`src/rtl/cfgseq_pkg.sv`:
```
package cfgseq_pkg;

    typedef enum logic [1:0] {
        SEL_RFR = 2'd0,
        SEL_BUS = 2'd1,
        SEL_ID  = 2'd2,
        SEL_BAD = 2'd3
    } regsel_e;

    typedef enum logic [1:0] {
        PH_IDLE,
        PH_SETUP,
        PH_STROBE,
        PH_RECOV
    } phase_e;

    // Code placed on the two register-select address bits
    function automatic logic [1:0] sel_code(regsel_e s);
        case (s)
            SEL_RFR: sel_code = 2'b00;
            SEL_BUS: sel_code = 2'b10;
            SEL_ID:  sel_code = 2'b01;
            default: sel_code = 2'b11;
        endcase
    endfunction

endpackage

```
`src/rtl/cfg_phase_timer.sv`:
```
module cfg_phase_timer #(
    parameter int CW = 4
) (
    input  logic          clk,
    input  logic          rst_n,
    input  logic          load,
    input  logic [CW-1:0] load_val,
    output logic          expired
);
    logic [CW-1:0] cnt_d, cnt_q;

    always_comb begin
        cnt_d = cnt_q;
        if (load)
            cnt_d = load_val;
        else if (cnt_q != '0)
            cnt_d = cnt_q - 1'b1;
    end

    always_ff @(posedge clk or negedge rst_n) begin
        if (!rst_n) cnt_q <= '0;
        else        cnt_q <= cnt_d;
    end

    assign expired = (cnt_q == '0);

    // Counter never wraps below zero
    a_r6_no_underflow: assert property (@(posedge clk) disable iff (!rst_n)
        (!load && cnt_q == '0) |=> (cnt_q == '0));

endmodule

```
`src/rtl/cfg_shadow_bank.sv`:
```
module cfg_shadow_bank
    import cfgseq_pkg::*;
#(
    parameter int          DW      = 16,
    parameter logic [15:0] BUS_RST = 16'h9D1F,
    parameter logic [15:0] RFR_RST = 16'h0010
) (
    input  logic          clk,
    input  logic          rst_n,
    input  logic          wr_en,
    input  regsel_e       wr_sel,
    input  logic [DW-1:0] wr_val,
    output logic [DW-1:0] bus_cfg,
    output logic [DW-1:0] rfr_cfg
);
    typedef struct packed {
        logic [DW-1:0] bus;
        logic [DW-1:0] rfr;
    } shadow_t;

    shadow_t sh_d, sh_q;

    always_comb begin
        sh_d = sh_q;
        if (wr_en && wr_sel == SEL_BUS) sh_d.bus = wr_val;
        if (wr_en && wr_sel == SEL_RFR) sh_d.rfr = wr_val;
    end

    always_ff @(posedge clk or negedge rst_n) begin
        if (!rst_n) begin
            sh_q.bus <= DW'(BUS_RST);
            sh_q.rfr <= DW'(RFR_RST);
        end else begin
            sh_q <= sh_d;
        end
    end

    assign bus_cfg = sh_q.bus;
    assign rfr_cfg = sh_q.rfr;

    a_r9_copies_hold: assert property (@(posedge clk) disable iff (!rst_n)
        !wr_en |=> ($stable(bus_cfg) && $stable(rfr_cfg)));

endmodule

```
`src/rtl/cfgreg_seq.sv`:
```
module cfgreg_seq
    import cfgseq_pkg::*;
#(
    parameter int ADDR_W  = 22,
    parameter int DATA_W  = 16,
    parameter int SEL_LSB = 18,
    parameter int T_SETUP = 2,
    parameter int T_PULSE = 3,
    parameter int T_CEHI  = 2
) (
    input  logic              clk,
    input  logic              rst_n,
    input  logic              cmd_valid,
    input  logic [1:0]        cmd_sel,
    input  logic              cmd_write,
    input  logic [DATA_W-1:0] cmd_value,
    output logic              busy,
    output logic              done,
    output logic              reject,
    output logic [DATA_W-1:0] rd_data,
    output logic [DATA_W-1:0] bus_cfg,
    output logic [DATA_W-1:0] rfr_cfg,
    output logic              mem_cre,
    output logic              mem_ce_n,
    output logic              mem_adv_n,
    output logic              mem_we_n,
    output logic              mem_oe_n,
    output logic [ADDR_W-1:0] mem_addr,
    input  logic [DATA_W-1:0] mem_dq_in
);
    localparam int TMAX = (T_SETUP > T_PULSE) ?
                          ((T_SETUP > T_CEHI) ? T_SETUP : T_CEHI) :
                          ((T_PULSE > T_CEHI) ? T_PULSE : T_CEHI);
    localparam int CW   = $clog2(TMAX + 1);

    typedef struct packed {
        phase_e            ph;
        logic              wr;
        regsel_e           sel;
        logic [DATA_W-1:0] val;
        logic [ADDR_W-1:0] addr;
        logic              cre;
        logic              ce_n;
        logic              adv_n;
        logic              we_n;
        logic              oe_n;
        logic              done;
        logic              reject;
        logic [DATA_W-1:0] rd;
    } seq_t;

    seq_t          st_d, st_q;
    logic          tmr_load;
    logic [CW-1:0] tmr_val;
    logic          tmr_exp;
    logic          sh_wr;
    regsel_e       req_sel;

    assign req_sel = regsel_e'(cmd_sel);

    cfg_phase_timer #(.CW(CW)) u_timer (
        .clk      (clk),
        .rst_n    (rst_n),
        .load     (tmr_load),
        .load_val (tmr_val),
        .expired  (tmr_exp)
    );

    cfg_shadow_bank #(.DW(DATA_W)) u_shadow (
        .clk     (clk),
        .rst_n   (rst_n),
        .wr_en   (sh_wr),
        .wr_sel  (st_q.sel),
        .wr_val  (st_q.val),
        .bus_cfg (bus_cfg),
        .rfr_cfg (rfr_cfg)
    );

    always_comb begin
        st_d        = st_q;
        st_d.done   = 1'b0;
        st_d.reject = 1'b0;
        tmr_load    = 1'b0;
        tmr_val     = '0;
        sh_wr       = 1'b0;
        case (st_q.ph)
            PH_IDLE: begin
                if (cmd_valid) begin
                    if (req_sel == SEL_BAD || (cmd_write && req_sel == SEL_ID)) begin
                        st_d.reject = 1'b1;
                    end else begin
                        st_d.ph    = PH_SETUP;
                        st_d.wr    = cmd_write;
                        st_d.sel   = req_sel;
                        st_d.val   = cmd_value;
                        st_d.addr  = '0;
                        st_d.addr[SEL_LSB +: 2] = sel_code(req_sel);
                        if (cmd_write) st_d.addr[DATA_W-1:0] = cmd_value;
                        st_d.cre   = 1'b1;
                        st_d.ce_n  = 1'b0;
                        st_d.adv_n = 1'b0;
                        tmr_load   = 1'b1;
                        tmr_val    = CW'(T_SETUP - 1);
                    end
                end
            end
            PH_SETUP: begin
                if (tmr_exp) begin
                    st_d.ph    = PH_STROBE;
                    st_d.adv_n = 1'b1;
                    st_d.we_n  = !st_q.wr;
                    st_d.oe_n  = st_q.wr;
                    tmr_load   = 1'b1;
                    tmr_val    = CW'(T_PULSE - 1);
                end
            end
            PH_STROBE: begin
                if (tmr_exp) begin
                    st_d.ph   = PH_RECOV;
                    if (st_q.wr) sh_wr = 1'b1;
                    else         st_d.rd = mem_dq_in;
                    st_d.we_n = 1'b1;
                    st_d.oe_n = 1'b1;
                    st_d.ce_n = 1'b1;
                    st_d.cre  = 1'b0;
                    tmr_load  = 1'b1;
                    tmr_val   = CW'(T_CEHI - 1);
                end
            end
            default: begin
                if (tmr_exp) begin
                    st_d.ph   = PH_IDLE;
                    st_d.done = 1'b1;
                end
            end
        endcase
    end

    always_ff @(posedge clk or negedge rst_n) begin
        if (!rst_n) begin
            st_q        <= '0;
            st_q.ph     <= PH_IDLE;
            st_q.sel    <= SEL_RFR;
            st_q.ce_n   <= 1'b1;
            st_q.adv_n  <= 1'b1;
            st_q.we_n   <= 1'b1;
            st_q.oe_n   <= 1'b1;
        end else begin
            st_q <= st_d;
        end
    end

    assign busy      = (st_q.ph != PH_IDLE);
    assign done      = st_q.done;
    assign reject    = st_q.reject;
    assign rd_data   = st_q.rd;
    assign mem_cre   = st_q.cre;
    assign mem_ce_n  = st_q.ce_n;
    assign mem_adv_n = st_q.adv_n;
    assign mem_we_n  = st_q.we_n;
    assign mem_oe_n  = st_q.oe_n;
    assign mem_addr  = st_q.addr;

    a_r4_strobes_exclusive: assert property (@(posedge clk) disable iff (!rst_n)
        !(!mem_we_n && !mem_oe_n));

    a_r3_strobe_inside_ce: assert property (@(posedge clk) disable iff (!rst_n)
        (!mem_we_n || !mem_oe_n) |-> (!mem_ce_n && mem_cre && mem_adv_n));

    a_r2_addr_held: assert property (@(posedge clk) disable iff (!rst_n)
        (!mem_ce_n && $past(!mem_ce_n)) |-> $stable(mem_addr));

    a_r8_reject_quiet: assert property (@(posedge clk) disable iff (!rst_n)
        reject |-> (mem_ce_n && !busy && !mem_cre));

    a_r7_done_on_fall: assert property (@(posedge clk) disable iff (!rst_n)
        done |-> $fell(busy));

    a_r6_ce_high_when_idle: assert property (@(posedge clk) disable iff (!rst_n)
        !busy |-> (mem_ce_n && mem_we_n && mem_oe_n));

endmodule

```
`config.mk`:
```
export PLATFORM = sky130hd
export DESIGN_NAME = cfgreg_seq
export DESIGN_NICKNAME = d
export VERILOG_FILES = /design/src/rtl/cfgseq_pkg.sv /design/src/rtl/cfg_phase_timer.sv /design/src/rtl/cfg_shadow_bank.sv /design/src/rtl/cfgreg_seq.sv
export SDC_FILE = /design/constraint.sdc
export NUM_CORES = 1
export LEC_CHECK = 0
export BUFFER_PORTS_ARGS = -buffer_cell sky130_fd_sc_hd__buf_4
export CAP_MARGIN = 30
export CORE_ASPECT_RATIO = 1.1
export CORE_UTILIZATION = 40
export CTS_BUF_LIST = sky130_fd_sc_hd__clkbuf_8
export CTS_CLUSTER_DIAMETER = 100
export CTS_CLUSTER_SIZE = 25
export DETAILED_ROUTE_END_ITERATION = 16
export GPL_TIMING_DRIVEN = 0
export MAX_ROUTING_LAYER = met4
export PLACE_DENSITY_LB_ADDON = 0.12
export SETUP_SLACK_MARGIN = 0.4
export SKIP_CTS_REPAIR_TIMING = 1
export SYNTH_ARGS = -nofsm -noshare
export SYNTH_HDL_FRONTEND = slang
export SYNTH_SLANG_ARGS = --single-unit
```
`constraint.sdc`:
```
create_clock -name clk -period 1.7 [get_ports clk]
set_input_delay 0.34 -clock clk [delete_from_list [all_inputs] [get_ports clk]]
set_output_delay 0.34 -clock clk [all_outputs]
set_load 0.05 [all_outputs]
```
==> results.cfg <==
[floorplan]
die_y_um = 110
initial_core_util_pct = 41.1
die_area_um2 = 11100
core_area_um2 = 10400
rows = 39
io_pins = 116
fp.dieW_um = 101

[setup_path]
startpoint_type = flip-flop
crit_fanout = 5
cp.arrival_ns = 2.02
critPathTopFamily = buffers and inverters
reg2reg_from = st_q[64]
cp-startpoint = st_q[64]
cp.required_ns = 1.96
critPathMaxStageDelay_ns = 0.43
crit_buf_inv = 4
path_common_cell = buf_8
critPathSlowestCell = dfrtp_2
crit_type = reg2reg
crit_path_end_kind = flip-flop
worstPathCellList = inv_4 -> ha_4 -> buf_8 -> nand2_4 -> nor3b_4 -> buf_6 -> buf_8 -> mux2_4

[power]
switchingPower_w = 0.00675
sw_frac_of_total_pct = 41.2
p_comb_share_pct = 63.8
pwr-share-clk_pct = 9.6
total_power_w = 0.0164
intPower_w = 0.00963
leakage_nw = 3.52
powerDensity_nw_per_um2 = 2270
p_seq_share_pct = 26.6
peakVddDrop_v = 0.00113

[synth]
synth_area_per_cell_um2 = 13.0
async_reset_ff_share_pct = 100
yosys.area.top_type = dfrtp_1
yosysTopAreaCellShare_pct = 47.4
syn_area_um2 = 4270
yosys-top-cells-area = dfrtp_1 47%, mux2_2 16%, dfstp_2 9.2%
ys_seq_area_share_pct = 56.6
synthFlopType = dfrtp_1
synth_cell_types = 43
ys_seq_elements = 96
yosysMostFrequentCell = dfrtp_1
syn_inst = 329
yosys_warnings = 0
synth_edf_count = 0
yosys-top-cells-count = 81 x dfrtp_1, 59 x mux2_2, 40 x buf_4

[clock_tree]
htree_num_levels = 3
cts_buffers = 9
clk_pin_slew_ns = 0.09
cts_tree = done
ctsLongestPathBuffers = 2
clock-sinks = 96
cts_root_buf = clkbuf_8
clk_latency_ns = 0.37

[grt]
grt_start_max_net_pins = 61
grt_pass1_wl_um = 14500
grt_pass1_vias = 2766
grt_usage_pct = 17.7
grt-ovfl-total = 0
antenna_found_initial = 0

[sta]
min_period_over_period_pct = 104
slew_headroom_pct = 66.4
period_needed_ns = 1.76
fin_skew_ns = 0.0122
drv_slew = 0
rsz0062_at_grt = true
setup_violations = 25
hold-worst-slack_ns = -0.0746
max_clock_freq_ghz = 0.568
fin_ws_ns = -0.0613
tightest_slew_ns = 0.503
timing_hold_violations_final = 32

[status]
violations = hold timing, setup timing
status = finished, violations left

[placement]
io_buffer_count = 111
dpl_cell_area_um2 = 5400
gp_congestion = 0.789
dp_hpwl_um = 6350

[drt]
routedWlPerCell_um = 16.8
ant_nets = 0
drc = 0
routed-via-count = 3151
wl_um = 11100
vias_per_cell = 4.77
drtIter0Drc = 107
firstDrtPassIters = 4

[cells_and_area]
antenna_cells = 0
final_area_um2 = 7200
final_net_count = 556
area_delta_synth_final_pct = 68.6
drive_gt1_share_pct = 70.7

[flow_run]
max-cap-violations = 0

[hold_path]
min_path_type = in2async
==> placed cells by master (no fill, tap or decap), types with 2 or more instances in the layout <==
master	count
dfrtp_2	2
o21ai_2	21
conb_1	4
buf_8	54
o21ai_0	2
nor3b_4	2
a31oi_1	3
clkbuf_8	11
dfrtp_1	79
dfstp_2	15
buf_12	6
inv_1	5
ha_4	3
o21ai_1	11
mux2_2	12
inv_2	4
nand2_1	18
nor2b_1	2
mux2_4	57
buf_6	74
a211oi_1	3
o22a_1	3
clkbuf_16	4
and2_1	2
buf_4	80
nand2_8	2
==> final cells by class <==
class / instances / area, µm²
Clock inverter: 5 / 55.1
Tap cell: 143 / 179
Buffer: 53 / 599
Inverter: 9 / 36.3
Clock buffer: 11 / 151
Multi-Input combinational cell: 175 / 1850
Fill cell: 720 / 3190
Timing Repair Buffer: 169 / 1910
Sequential cell: 96 / 2420
==> state kept, by name (all words and copies together), names as in the netlist <==
signal	count
mem_we_n	1
u_shadow.bus_cfg	16
u_shadow.rfr_cfg	16
mem_addr	18
mem_oe_n	1
st_q	21
mem_adv_n	1
rd_data	16
mem_ce_n	1
u_timer.cnt_q	2
reject	1
mem_cre	1
done	1
==> power groups by stage <==
stage,Sequential (W),Combinational [W],Clock [W]
CTS,0.00410,0.00721,0.00161
floorplan,0.00529,0.00414,0
finish,0.00436,0.0105,0.00157
global route,0.00448,0.0109,0.00169
detailed placement,0.00414,0.00719,0
global placement,0.00409,0.00712,0
==> final timing paths <==
check                           slack (ns)              endpoint  cells after the start
max in group asynchronous             1.04              mem_oe_n                      2
min in group clk                      0.20            rd_data[8]                      2
worst min register to register        0.52              st_q[62]                      1
worst max register to register       -0.06  u_shadow.rfr_cfg[15]                      8
worst max-delay path                 -0.06  u_shadow.rfr_cfg[15]                      8
worst min-delay path                 -0.07  u_shadow.rfr_cfg[14]                      1
==> through the flow <==
stage	hold slack [ns]	std cells	setup TNS (ns)	setup WS (ns)	util (%)
2_1_floorplan	0.0444	332	-0.873	-0.0771	-
3_3_place_gp	0.483	586	-8.80	-0.418	51.7
3_5_place_dp	0.340	587	-9.43	-0.428	52.0
4_1_cts	-0.0636	603	-11.36	-0.448	54.0
5_1_grt	-0.0381	661	-2.14	-0.112	69.3
6_report	-0.0746	661	-1.04	-0.0613	69.3
==> per-layer routing <==
layer	up-vias	part of all wire [%]	global-route usage, %
met3	13	3.9	2.59
li1	1472	-	-
met4	0	1.6	8.02
met5	-	0	-
met2	99	49	25.7
met1	1567	45	24.5
==> cell families (layout without fill, tap and decap cells) <==
kind of cell / Yosys count / in the layout / synth area share (%)
muxes: 70 / 70 / 19.3
other: 1 / 4 / 0.0877
and+or+nand+nor: 42 / 43 / 5.47
adders and majority gates: 5 / 5 / 1.46
DFF: 96 / 96 / 56.6
buffers and inverters: 62 / 247 / 9.60
AOI/OAI and AO/OA: 53 / 53 / 7.44
(Power assumes the default switching activity.)
